`config.mk`:
```
export PLATFORM = sky130hd
export DESIGN_NAME = mirror_path_sel
export DESIGN_NICKNAME = d
export VERILOG_FILES = /design/src/rtl/mirsel_pkg.sv /design/src/rtl/bar_counter.sv /design/src/rtl/plane_picker.sv /design/src/rtl/limit_check.sv /design/src/rtl/mirror_path_sel.sv
export SDC_FILE = /design/constraint.sdc
export NUM_CORES = 1
export LEC_CHECK = 0
export ABC_CLOCK_PERIOD_IN_PS = 950
export CAP_MARGIN = 20
export CORE_AREA = 2 2 39 41
export CTS_BUF_LIST = sky130_fd_sc_hd__clkbuf_2
export CTS_CLUSTER_DIAMETER = 120
export DETAILED_ROUTE_END_ITERATION = 10
export DIE_AREA = 0 0 41 43
export MAX_ROUTING_LAYER = met4
export PLACE_DENSITY = 0.85
export RECOVER_POWER = 100
export SYNTH_ARGS = -nofsm -noshare
export SYNTH_HDL_FRONTEND = slang
export SYNTH_HIERARCHICAL = 1
export SYNTH_SLANG_ARGS = --single-unit
```
`constraint.sdc`:
```
create_clock -name clk_i -period 0.95 [get_ports clk_i]
set_input_delay 0.19 -clock clk_i [delete_from_list [all_inputs] [get_ports clk_i]]
set_output_delay 0.19 -clock clk_i [all_outputs]
set_load 0.02 [all_outputs]
```
`src/rtl/mirsel_pkg.sv`:
```
package mirsel_pkg;
  typedef enum logic {
    PLANE_NORMAL = 1'b0,
    PLANE_MIRROR = 1'b1
  } plane_e;
endpackage

```
`src/rtl/bar_counter.sv`:
```
module bar_counter #(
  parameter int NUM_STAGES = 7,
  localparam int CNT_W = $clog2(NUM_STAGES + 1)
) (
  input  logic [NUM_STAGES-1:0] path_i,
  output logic [CNT_W-1:0]      bars_o
);
  // ripple chain of partial sums, one adder per element
  logic [CNT_W-1:0] part [NUM_STAGES+1];
  assign part[0] = '0;
  for (genvar g = 0; g < NUM_STAGES; g++) begin : g_sum
    assign part[g+1] = part[g] + CNT_W'(path_i[g]);
  end
  assign bars_o = part[NUM_STAGES];
endmodule

```
`src/rtl/plane_picker.sv`:
```
module plane_picker
  import mirsel_pkg::*;
#(
  parameter int NUM_STAGES  = 7,
  parameter int SEL_PENALTY = 1,
  localparam int CNT_W = $clog2(NUM_STAGES + 1),
  localparam int PEN_W = $clog2(NUM_STAGES / 2 + SEL_PENALTY + 1)
) (
  input  logic [CNT_W-1:0] bars_i,
  output plane_e           plane_o,
  output logic [PEN_W-1:0] penalty_o
);
  localparam logic [CNT_W:0]   STAGES_X = (CNT_W + 1)'(NUM_STAGES);
  localparam logic [CNT_W-1:0] STAGES_C = CNT_W'(NUM_STAGES);
  localparam logic [PEN_W-1:0] SEL_P    = PEN_W'(SEL_PENALTY);

  logic             go_mirror;
  logic [CNT_W-1:0] lossy;

  // strictly more than half bars -> mirrored plane; tie stays normal
  assign go_mirror = {bars_i, 1'b0} > STAGES_X;
  assign lossy     = go_mirror ? (STAGES_C - bars_i) : bars_i;
  assign plane_o   = go_mirror ? PLANE_MIRROR : PLANE_NORMAL;
  assign penalty_o = PEN_W'(lossy) + SEL_P;
endmodule

```
`src/rtl/limit_check.sv`:
```
module limit_check #(
  parameter int PEN_W = 3
) (
  input  logic [PEN_W-1:0] penalty_i,
  input  logic [PEN_W-1:0] limit_i,
  output logic             blocked_o
);
  assign blocked_o = penalty_i > limit_i;
endmodule

```
`src/rtl/mirror_path_sel.sv`:
```
module mirror_path_sel
  import mirsel_pkg::*;
#(
  parameter int NUM_STAGES  = 7,
  parameter int SEL_PENALTY = 1,
  localparam int CNT_W = $clog2(NUM_STAGES + 1),
  localparam int PEN_W = $clog2(NUM_STAGES / 2 + SEL_PENALTY + 1)
) (
  input  logic                  clk_i,
  input  logic                  rst_ni,
  input  logic                  valid_i,
  output logic                  ready_o,
  input  logic [NUM_STAGES-1:0] path_i,
  input  logic [PEN_W-1:0]      limit_i,
  output logic                  res_valid_o,
  input  logic                  res_ready_i,
  output logic                  plane_o,
  output logic [PEN_W-1:0]      penalty_o,
  output logic                  blocked_o
);
  logic [CNT_W-1:0] bars;
  plane_e           plane_nxt;
  logic [PEN_W-1:0] pen_nxt;
  logic             blk_nxt;
  logic             take;

  logic             out_v_q;
  plane_e           plane_q;
  logic [PEN_W-1:0] pen_q;
  logic             blk_q;

  bar_counter #(.NUM_STAGES(NUM_STAGES)) u_cnt (
    .path_i (path_i),
    .bars_o (bars)
  );

  plane_picker #(.NUM_STAGES(NUM_STAGES), .SEL_PENALTY(SEL_PENALTY)) u_pick (
    .bars_i    (bars),
    .plane_o   (plane_nxt),
    .penalty_o (pen_nxt)
  );

  limit_check #(.PEN_W(PEN_W)) u_lim (
    .penalty_i (pen_nxt),
    .limit_i   (limit_i),
    .blocked_o (blk_nxt)
  );

  assign ready_o = !out_v_q || res_ready_i;
  assign take    = valid_i && ready_o;

  always_ff @(posedge clk_i or negedge rst_ni) begin
    if (!rst_ni) begin
      out_v_q <= 1'b0;
      plane_q <= PLANE_NORMAL;
      pen_q   <= '0;
      blk_q   <= 1'b0;
    end else if (take) begin
      out_v_q <= 1'b1;
      plane_q <= plane_nxt;
      pen_q   <= pen_nxt;
      blk_q   <= blk_nxt;
    end else if (res_ready_i) begin
      out_v_q <= 1'b0;
    end
  end

  assign res_valid_o = out_v_q;
  assign plane_o     = plane_q;
  assign penalty_o   = pen_q;
  assign blocked_o   = blk_q;
endmodule

```
Word-level counts from Yosys, hierarchy flattened
Cells that the tools add are included.

operators by class
  add/sub/neg operators = 8
  order comparisons = 2
  muxes and demuxes = 4
  reductions and logical operators = 4

operators by type and width
  cell                                                                  number
  3-bit by 1-bit adder with 3-bit output                                5
  4-bit by 3-bit > comparator with 1-bit output, second input constant  1
  3-bit by 1-bit adder with 3-bit output, second input constant         1
  3-bit > comparator                                                    1
  1-bit two-way mux                                                     3
  3-bit two-way mux                                                     1
  3-bit subtractor, first input constant                                1
  1-bit by 1-bit adder with 2-bit output                                1
  2-bit nonzero test                                                    1
  1-bit logical AND                                                     1
  1-bit zero test                                                       1
  1-bit logical OR                                                      1

storage, ports and cells
  register bits = 6
  bits of input ports = 14
  output and inout port bits = 7

Longest topological paths before layout
Gate-level depths: netlist of run 1.

  depth after elaboration = 10
  mapped depth = 13
  depth with buffers taken out = 13

Cells and area by module
Netlist of run 1, hierarchy kept.

modules (own cells, without submodules)
  module           times used  cells each  area an instance (um2)  seq. area each (um2)
  mirror_path_sel  1           14          257.7                   150.1
  bar_counter      1           12          110.1                   0.0
  limit_check      1           10          72.6                    0.0
  plane_picker     1           6           41.3                    0.0

Worst setup path before layout of run 1
No wires, ideal clock.

  path kind = input-to-reg
  start point = input port path_i[0]
  end point = register blk_q (netlist: blocked_o)
  setup time = 125 ps
  arrival time = 3106 ps
  slack = -2281 ps
  stages = 12
  path buffers = 0
  cells stage by stage = inv_1 fa_1 fa_1 inv_1 fa_1 fa_1 xor2_1 ha_1 nor2b_1 o21ai_1 a32oi_1 mux2_4

on the way
  longest elaborated chain between the ends = 10
  elaborated cells on any way between the ends = 11

RTL lines
  element                                                                                   line                                    RTL
  start: declaration                                                                        mirror_path_sel.sv:13                   input logic [NUM_STAGES-1:0] path_i,
  1-bit by 1-bit adder with 2-bit output *                                                  bar_counter.sv:12                       assign part[g+1] = part[g] + CNT_W'(path_i[g]);
  3-bit by 1-bit adder with 3-bit output * (5 in a row)                                     bar_counter.sv:12
  net bars[1]                                                                               mirror_path_sel.sv:21                   logic [CNT_W-1:0] bars;
  4-bit by 3-bit > comparator with 1-bit output / 3-bit subtractor (equally long branches)  plane_picker.sv:21, plane_picker.sv:22
  3-bit two-way mux *                                                                       plane_picker.sv:22                      assign lossy = go_mirror ? (STAGES_C - bars_i) : bars_i;
  3-bit by 1-bit adder with 3-bit output *                                                  plane_picker.sv:24                      assign penalty_o = PEN_W'(lossy) + SEL_P;
  net pen_nxt[1]                                                                            mirror_path_sel.sv:23                   logic [PEN_W-1:0] pen_nxt;
  3-bit > comparator *                                                                      limit_check.sv:8                        assign blocked_o = penalty_i > limit_i;
  net blk_nxt                                                                               mirror_path_sel.sv:24                   logic blk_nxt;
  end signal: assignment                                                                    mirror_path_sel.sv:62                   blk_q <= blk_nxt;
  end: declaration                                                                          mirror_path_sel.sv:30                   logic blk_q;

Mark *: on every way through the listed nets, which the timed path passes. The rest lies on a longest branch.
A chain may end at the register's enable or synchronous reset.

Worst setup path in the final report of run 1
Same ends and word-level chain as after synthesis.

==> summary.txt, run 1 <==
Synth
  • Synth top area share: 0.312
  • Synthesized cell area: 482 sq um
  • Area contributors post-synth: dfrtp_1 31%, fa_1 17%, mux2_4 16%
  • Number of cells produced by synthesis: 42
  • Yosys top cell by area: dfrtp_1
  • EDFF count, synth: 0
  • Top FF cell, synth: dfrtp_1
  • Ys async rst share: 1.00
  • Sequential share of the synthesized area: 0.312
  • Synth warn: 6
  • Synthesized net count: 63
  • Seq cells post-synth: 6
  • Post-synthesis cell type count: 17
  • Mean Syn Cell Area: 11.5 sq um

Placement
  • Dpl cell area: 802 sq um
  • # placed instances: 88
  • Port bufs: 20
  • GPL Wtd Cong: 0.678

Worst setup path
  • Register-to-register setup slack: -0.17 ns
  • CP max FO: 2
  • R2R Path Start: res_valid_o$_DFFE_PN0P_
  • Required @ worst endpoint: 1.07 ns
  • CP top delay family: adder cells
  • Critical path buffers and inverters: 3
  • Critical Path, Cell by Cell: buf_8 -> inv_8 -> fa_1 -> fa_1 -> inv_1 -> fa_2 -> fa_2 -> xor2_2 -> ha_1 -> nor2b_4 -> o21ai_2 -> a32oi_1 -> mux2_4
  • Crit. Startpoint: path_i[0]
  • CP max stage cell: fa_2
  • CP endpoint kind: register
  • Crit path kind: input pin to register
  • Crit-path max cell delay: 0.59 ns
  • WP data arrival: 3.29 ns
  • Setup crit start kind: input pin

Layout
  • # diodes: 0
  • Fin nets: 100
  • Synth-to-Final Area Change: 90.6%
  • Fin cells: 94
  • Share of cells above drive strength 1: 0.590
  • Layout Utilization: 0.664
  • Non-Filler Cell Area, Final: 918 sq um

CTS
  • H-tree depth: 1
  • Root buffer cell: clkbuf_2
  • Clock-pin slew on the worst setup and hold paths: 0.07 ns
  • TritonCTS buffer count: 3
  • Clk_lat worst skew: 0.23 ns
  • CTS max path bufs: 2
  • Sink Count: 6
  • CTS tree: yes

Routing
  • DR DRC count: 0
  • Drt pass-1 iters: 1
  • Post-route ant nets: 0
  • Initial DRC Count: 0
  • Average vias per placed instance: 4.44
  • Via Count: 417
  • Routed wire length: 1020 um
  • WL/cell: 10.8 um

Global routing
  • Tot GR Track Use: 0.166
  • First-pass GRT wire length: 1880 um
  • Largest net degree at the start of global routing: 7
  • GR Overflow Total: 0
  • Vias in the first global route: 479
  • Initial antenna violation count: 0

Timing
  • Final TNS setup: -8.91 ns
  • Worst slew margin: 0.821
  • Fin worst setup slack: -2.22 ns
  • Fin. Hold Viols: 0
  • Period utilisation layout: 3.34
  • Pins over their slew limit: 0
  • Final setup fails: 8
  • Highest clock rate: 0.315 GHz
  • Clock skew: 0.00923 ns
  • Actual slew at the worst max-slew pin: 0.267 ns
  • RSZ-0062 raised after global routing: true
  • Tmin final: 3.17 ns

Die
  • Die width: 41 um
  • Starting Density: 0.348
  • Height of the die: 43 um
  • Die area: 1760 sq um
  • Core area: 1380 sq um
  • Row count: 14
  • I/O pin count: 21

Outcome
  • Status: complete, but fails checks
  • Failing checks: setup timing

Power and ir drop
  • Power Density: 2460 nW/um^2
  • Pleak: 0.471 nW
  • Maximum vdd ir drop: 0.00124 V

Flow run
  • Max capacitance violation total: 0

Worst hold path
  • Hold Path Class: input pin to asynchronous set/reset pin
==> power by group <==
| group | total, W | internal [W] | switching (W) |
|---|---|---|---|
| logic | 0.00162 | 0.00100 | 0.000614 |
| clock network | 0.000213 | 0.000112 | 0.000101 |
| registers | 0.000426 | 0.000355 | 0.0000708 |
| total | 0.00226 | 0.00147 | 0.000786 |
==> cells in the mapped netlist, drive strengths merged, types with 2 or more instances <==
cell	n
nand2b	2
mux2	5
dfrtp	6
fa	4
inv	12
ha	3
nand2	2
==> cell usage in the layout, fill, tap and decap left out, drive strengths merged <==
master / synthesis / layout
a32oi: 1 / 1
buf: 1 / 23
clkbuf: 0 / 4
clkdlybuf4s50: 0 / 8
dfrtp: 6 / 6
dlygate4sd2: 0 / 1
dlygate4sd3: 0 / 1
fa: 4 / 4
ha: 3 / 3
inv: 12 / 12
mux2: 5 / 5
nand2: 2 / 2
nand2b: 2 / 2
nor2b: 1 / 1
o21ai: 1 / 1
o22ai: 1 / 1
or2b: 1 / 1
xnor2: 1 / 1
xor2: 1 / 1
==> layer usage <==
layer	global-route usage	wire, um	up-vias	share of wire
met5	-	0	-	0
met4	0.127	15	0	0.015
met3	0.0157	71	2	0.070
met2	0.294	592	21	0.58
met1	0.146	338	194	0.33
li1	-	-	200	-
==> worst paths after layout <==
| kind | endpoint | cells past startpoint |
|---|---|---|
| hold / removal | penalty_o[1]$_DFFE_PN0P_ | 1 |
| max in group asynchronous | res_valid_o$_DFFE_PN0P_ | 1 |
| setup reg to reg | plane_o$_DFFE_PN0P_ | 4 |
| min in group clk_i | res_valid_o$_DFFE_PN0P_ | 4 |
| setup / recovery | blocked_o$_DFFE_PN0P_ | 13 |
| hold reg to reg | penalty_o[2]$_DFFE_PN0P_ | 2 |
==> flip-flops by register name (all words and copies together), names as in the netlist <==
signal       count
blocked_o        1
res_valid_o      1
penalty_o        3
plane_o          1
==> final cells by class <==
| cell class | instances | area [sq um] |
|---|---|---|
| Tap cell | 16 | 20.0 |
| Inverter | 12 | 52.6 |
| Fill cell | 118 | 465 |
| Multi-Input combinational cell | 23 | 344 |
| Clock buffer | 4 | 20.0 |
| Timing Repair Buffer | 33 | 330 |
| Sequential cell | 6 | 151 |
==> worst register-to-register path: cells and delay by family, from the launching register on <==
kind,cells,cell delay [ns]
buffers and inverters,1,0.10
muxes,1,0.31
and+or+nand+nor,2,0.16
DFF,1,0.43
==> kinds of logic (layout without fill, tap and decap cells) <==
kind of cell | count (synthesis) | in the layout | synth area share
compound gates | 3 | 3 | 0.0416
simple gates | 6 | 6 | 0.101
fa+ha+maj | 7 | 7 | 0.244
xor+xnor | 2 | 2 | 0.0364
flops | 6 | 6 | 0.312
buf+inv | 13 | 49 | 0.109
mux | 5 | 5 | 0.156
==> per-stage QoR <==
step,worst slack (ns),power (W),hold WS (ns)
2_1_floorplan,-2.26,0.00108,-0.106
3_3_place_gp,-2.92,0.00165,0.438
3_5_place_dp,-2.96,0.00169,0.447
4_1_cts,-2.24,0.00218,0.185
5_1_grt,-2.29,0.00240,0.277
6_report,-2.22,0.00226,0.259
==> what timing repair did <==
action | CTS | global route
endpoints found under the setup margin | 13 | 13
pin swaps | 8 | 9
resized for setup | 67 | 6
hold buffers | 0 | 0
buffers inserted | 5 | 3
cloned | 0 | 0
(Power assumes the default switching activity.)
==> inputs of run 2 (changes only) <==
--- a/config.mk
+++ b/config.mk
@@ -5,17 +5,19 @@
 export SDC_FILE = /design/constraint.sdc
 export NUM_CORES = 1
 export LEC_CHECK = 0
+export ABC_AREA = 1
 export ABC_CLOCK_PERIOD_IN_PS = 950
 export CAP_MARGIN = 20
-export CORE_AREA = 2 2 39 41
+export CORE_MARGIN = 2
+export CORE_UTILIZATION = 38
 export CTS_BUF_LIST = sky130_fd_sc_hd__clkbuf_2
 export CTS_CLUSTER_DIAMETER = 120
 export DETAILED_ROUTE_END_ITERATION = 10
-export DIE_AREA = 0 0 41 43
 export MAX_ROUTING_LAYER = met4
-export PLACE_DENSITY = 0.85
+export PLACE_DENSITY = 0.88
 export RECOVER_POWER = 100
 export SYNTH_ARGS = -nofsm -noshare
 export SYNTH_HDL_FRONTEND = slang
 export SYNTH_HIERARCHICAL = 1
 export SYNTH_SLANG_ARGS = --single-unit
+export TNS_END_PERCENT = 5
==> summary.txt, run 2 <==
Worst setup path
  • Top cell by count, worst path: nand2_2
  • CP endpoint kind: register
  • CP max stage cell: fa_2
  • Critical Path, Cell by Cell: buf_6 -> inv_4 -> fa_1 -> fa_1 -> inv_2 -> fa_2 -> fa_2 -> inv_2 -> nand2_2 -> nand2_2 -> nor2_4 -> ha_4 -> nand2_2 -> nand2_1 -> nor2_1 -> nor2_1 -> nand3_1 -> nand2_1
  • Setup crit start kind: input pin
  • Required @ worst endpoint: 1.07 ns
  • CP top delay family: adder cells
  • Crit path kind: input pin to register
  • WP data arrival: 3.20 ns
  • Critical path buffers and inverters: 4
  • CP max FO: 3
  • Crit-path max cell delay: 0.61 ns

Routing
  • WL/cell: 10.9 um
  • Drt pass-1 iters: 5
  • DR DRC count: 0
  • Post-route ant nets: 0
  • Routed wire length: 1240 um
  • Average vias per placed instance: 4.54
  • Initial DRC Count: 8
  • Via Count: 513

Worst hold path
  • Hold Path Class: input pin to asynchronous set/reset pin

CTS
  • CTS max path bufs: 2
  • Clk_lat worst skew: 0.23 ns
  • Clock-pin slew on the worst setup and hold paths: 0.06 ns
  • Hold_buf cts: 0
  • CTS tree: yes
  • Root buffer cell: clkbuf_2
  • Sink Count: 6
  • H-tree depth: 1
  • TritonCTS buffer count: 3

Placement
  • GPL Wtd Cong: 0.743
  • DP HPWL: 895 um
  • Port bufs: 20
  • Placement Setup Slack: -2.75 ns
  • # placed instances: 109
  • Dpl cell area: 793 sq um

Outcome
  • Status: complete, but fails checks
  • Failing checks: setup timing

Synth
  • Synth warn: 6
  • Post-synthesis cell type count: 13
  • Ys async rst share: 1.00
  • Number of cells produced by synthesis: 64
  • Sequential share of the synthesized area: 0.302
  • Synthesized cell area: 497 sq um
  • Top FF cell, synth: dfrtp_1
  • Seq cells post-synth: 6
  • EDFF count, synth: 0
  • Area contributors post-synth: dfrtp_1 30%, fa_1 16%, nand2_1 14%
  • Synth top area share: 0.302
  • Synthesized net count: 85
  • Count leader, synth: nand2_1
  • Top cells by count, synth: 18 x nand2_1, 15 x inv_1, 6 x dfrtp_1
  • Yosys top cell by area: dfrtp_1
  • Mean Syn Cell Area: 7.76 sq um

Layout
  • Max FFs per register: 3
  • Share of cells above drive strength 1: 0.510
  • Non-Filler Cell Area, Final: 853 sq um
  • Fin nets: 121
  • # diodes: 0
  • Fin cells: 113
  • Most frequent cells in the layout: 12 x nand2_1, 11 x buf_4, 9 x inv_1, 8 x clkdlybuf4s50_1
  • Synth-to-Final Area Change: 71.8%
  • Commonest non-fill, non-tap cell in the layout: nand2_1

Power and ir drop
  • Maximum vdd ir drop: 0.000980 V
  • Power Density: 2230 nW/um^2
  • Pleak: 0.474 nW

Timing
  • Clock skew: 0.00494 ns
  • Fin. Hold Viols: 0
  • Fin worst setup slack: -2.12 ns
  • Highest clock rate: 0.325 GHz
  • Pins over their slew limit: 0
  • Worst slew margin: 0.823
  • Period utilisation layout: 3.24
  • RSZ-0062 raised after global routing: true
  • Final setup fails: 9
  • Tmin final: 3.07 ns
  • Actual slew at the worst max-slew pin: 0.265 ns

Flow run
  • Max capacitance violation total: 0

Die
  • Starting Density: 0.397
  • Height of the die: 40.2 um
  • Row count: 13
  • Core area: 1250 sq um
  • Die area: 1610 sq um
  • I/O pin count: 21
  • Die width: 40.2 um

Global routing
  • Initial antenna violation count: 0
  • Tot GR Track Use: 0.190
  • First-pass GRT wire length: 1980 um
  • Vias in the first global route: 528
  • Largest net degree at the start of global routing: 8
  • GR Overflow Total: 0
## run 2: where the power goes
group / internal, W / switching, W
Clock: 0.0000853 / 0.0000974
Sequential: 0.000341 / 0.0000461
Combinational: 0.000667 / 0.000664
Total: 0.00109 / 0.000808
## run 2: cell type report
type | count | area [sq um]
Sequential cell | 6 | 150
Tap cell | 15 | 18.8
Clock buffer | 3 | 15.0
Timing Repair Buffer | 32 | 268
Multi-Input combinational cell | 40 | 335
Fill cell | 111 | 399
Inverter | 17 | 66.3
## run 2: cell families after synthesis
| logic type | after synthesis | share of synthesized area |
|---|---|---|
| flip-flops | 6 | 0.302 |
| adder cells (fa/ha/maj) | 7 | 0.237 |
| XOR/XNOR | 1 | 0.0176 |
| buffers and inverters | 18 | 0.144 |
| AND/OR/NAND/NOR | 32 | 0.300 |
## run 2: worst reg2reg max path: stages (launching register included)
cell and delay [ns]:
dfrtp_1 0.40, nand2_4 0.07, buf_4 0.16, nand2_4 0.08, nand2_1 0.07, nand2_1 0.06
## run 2: path summary, 6_finish.rpt
path                                          from  slack [ns]                        to  cells past startpoint
setup reg to reg           res_valid_o$_DFFE_PN0P_           0  penalty_o[0]$_DFFE_PN0P_                      5
min in group clk_i                     res_ready_i        0.53   res_valid_o$_DFFE_PN0P_                      5
hold reg to reg                plane_o$_DFFE_PN0P_        0.56       plane_o$_DFFE_PN0P_                      3
max in group asynchronous                   rst_ni        0.48  penalty_o[1]$_DFFE_PN0P_                      1
setup / recovery                         path_i[1]       -2.12     blocked_o$_DFFE_PN0P_                     18
hold / removal                              rst_ni        0.26  penalty_o[2]$_DFFE_PN0P_                      1
## run 2: what timing repair did
item                       in CTS  in global routing
gates resized for setup        47                 18
buffers inserted                1                  0
setup endpoints to repair      12                 12
pin swaps                      17                 17
gates cloned                    0                  0
## run 2: metrics by stage
stage	hold WS, ns	util	power [W]	setup TNS (ns)
floorplan	-0.106	-	0.000970	-8.15
global placement	0.437	0.633	0.00147	-12.91
detailed placement	0.446	0.633	0.00152	-13.42
CTS	0.205	0.627	0.00168	-8.69
global route	0.292	0.681	0.00206	-8.92
finish	0.257	0.681	0.00190	-8.36
## run 2: layer usage
layer | track usage | vias to the layer above | routed length (um)
li1 | - | 253 | -
met1 | 0.177 | 231 | 394
met2 | 0.383 | 25 | 706
met3 | 0.0167 | 4 | 98
met4 | 0.0776 | 0 | 36
met5 | - | - | 0
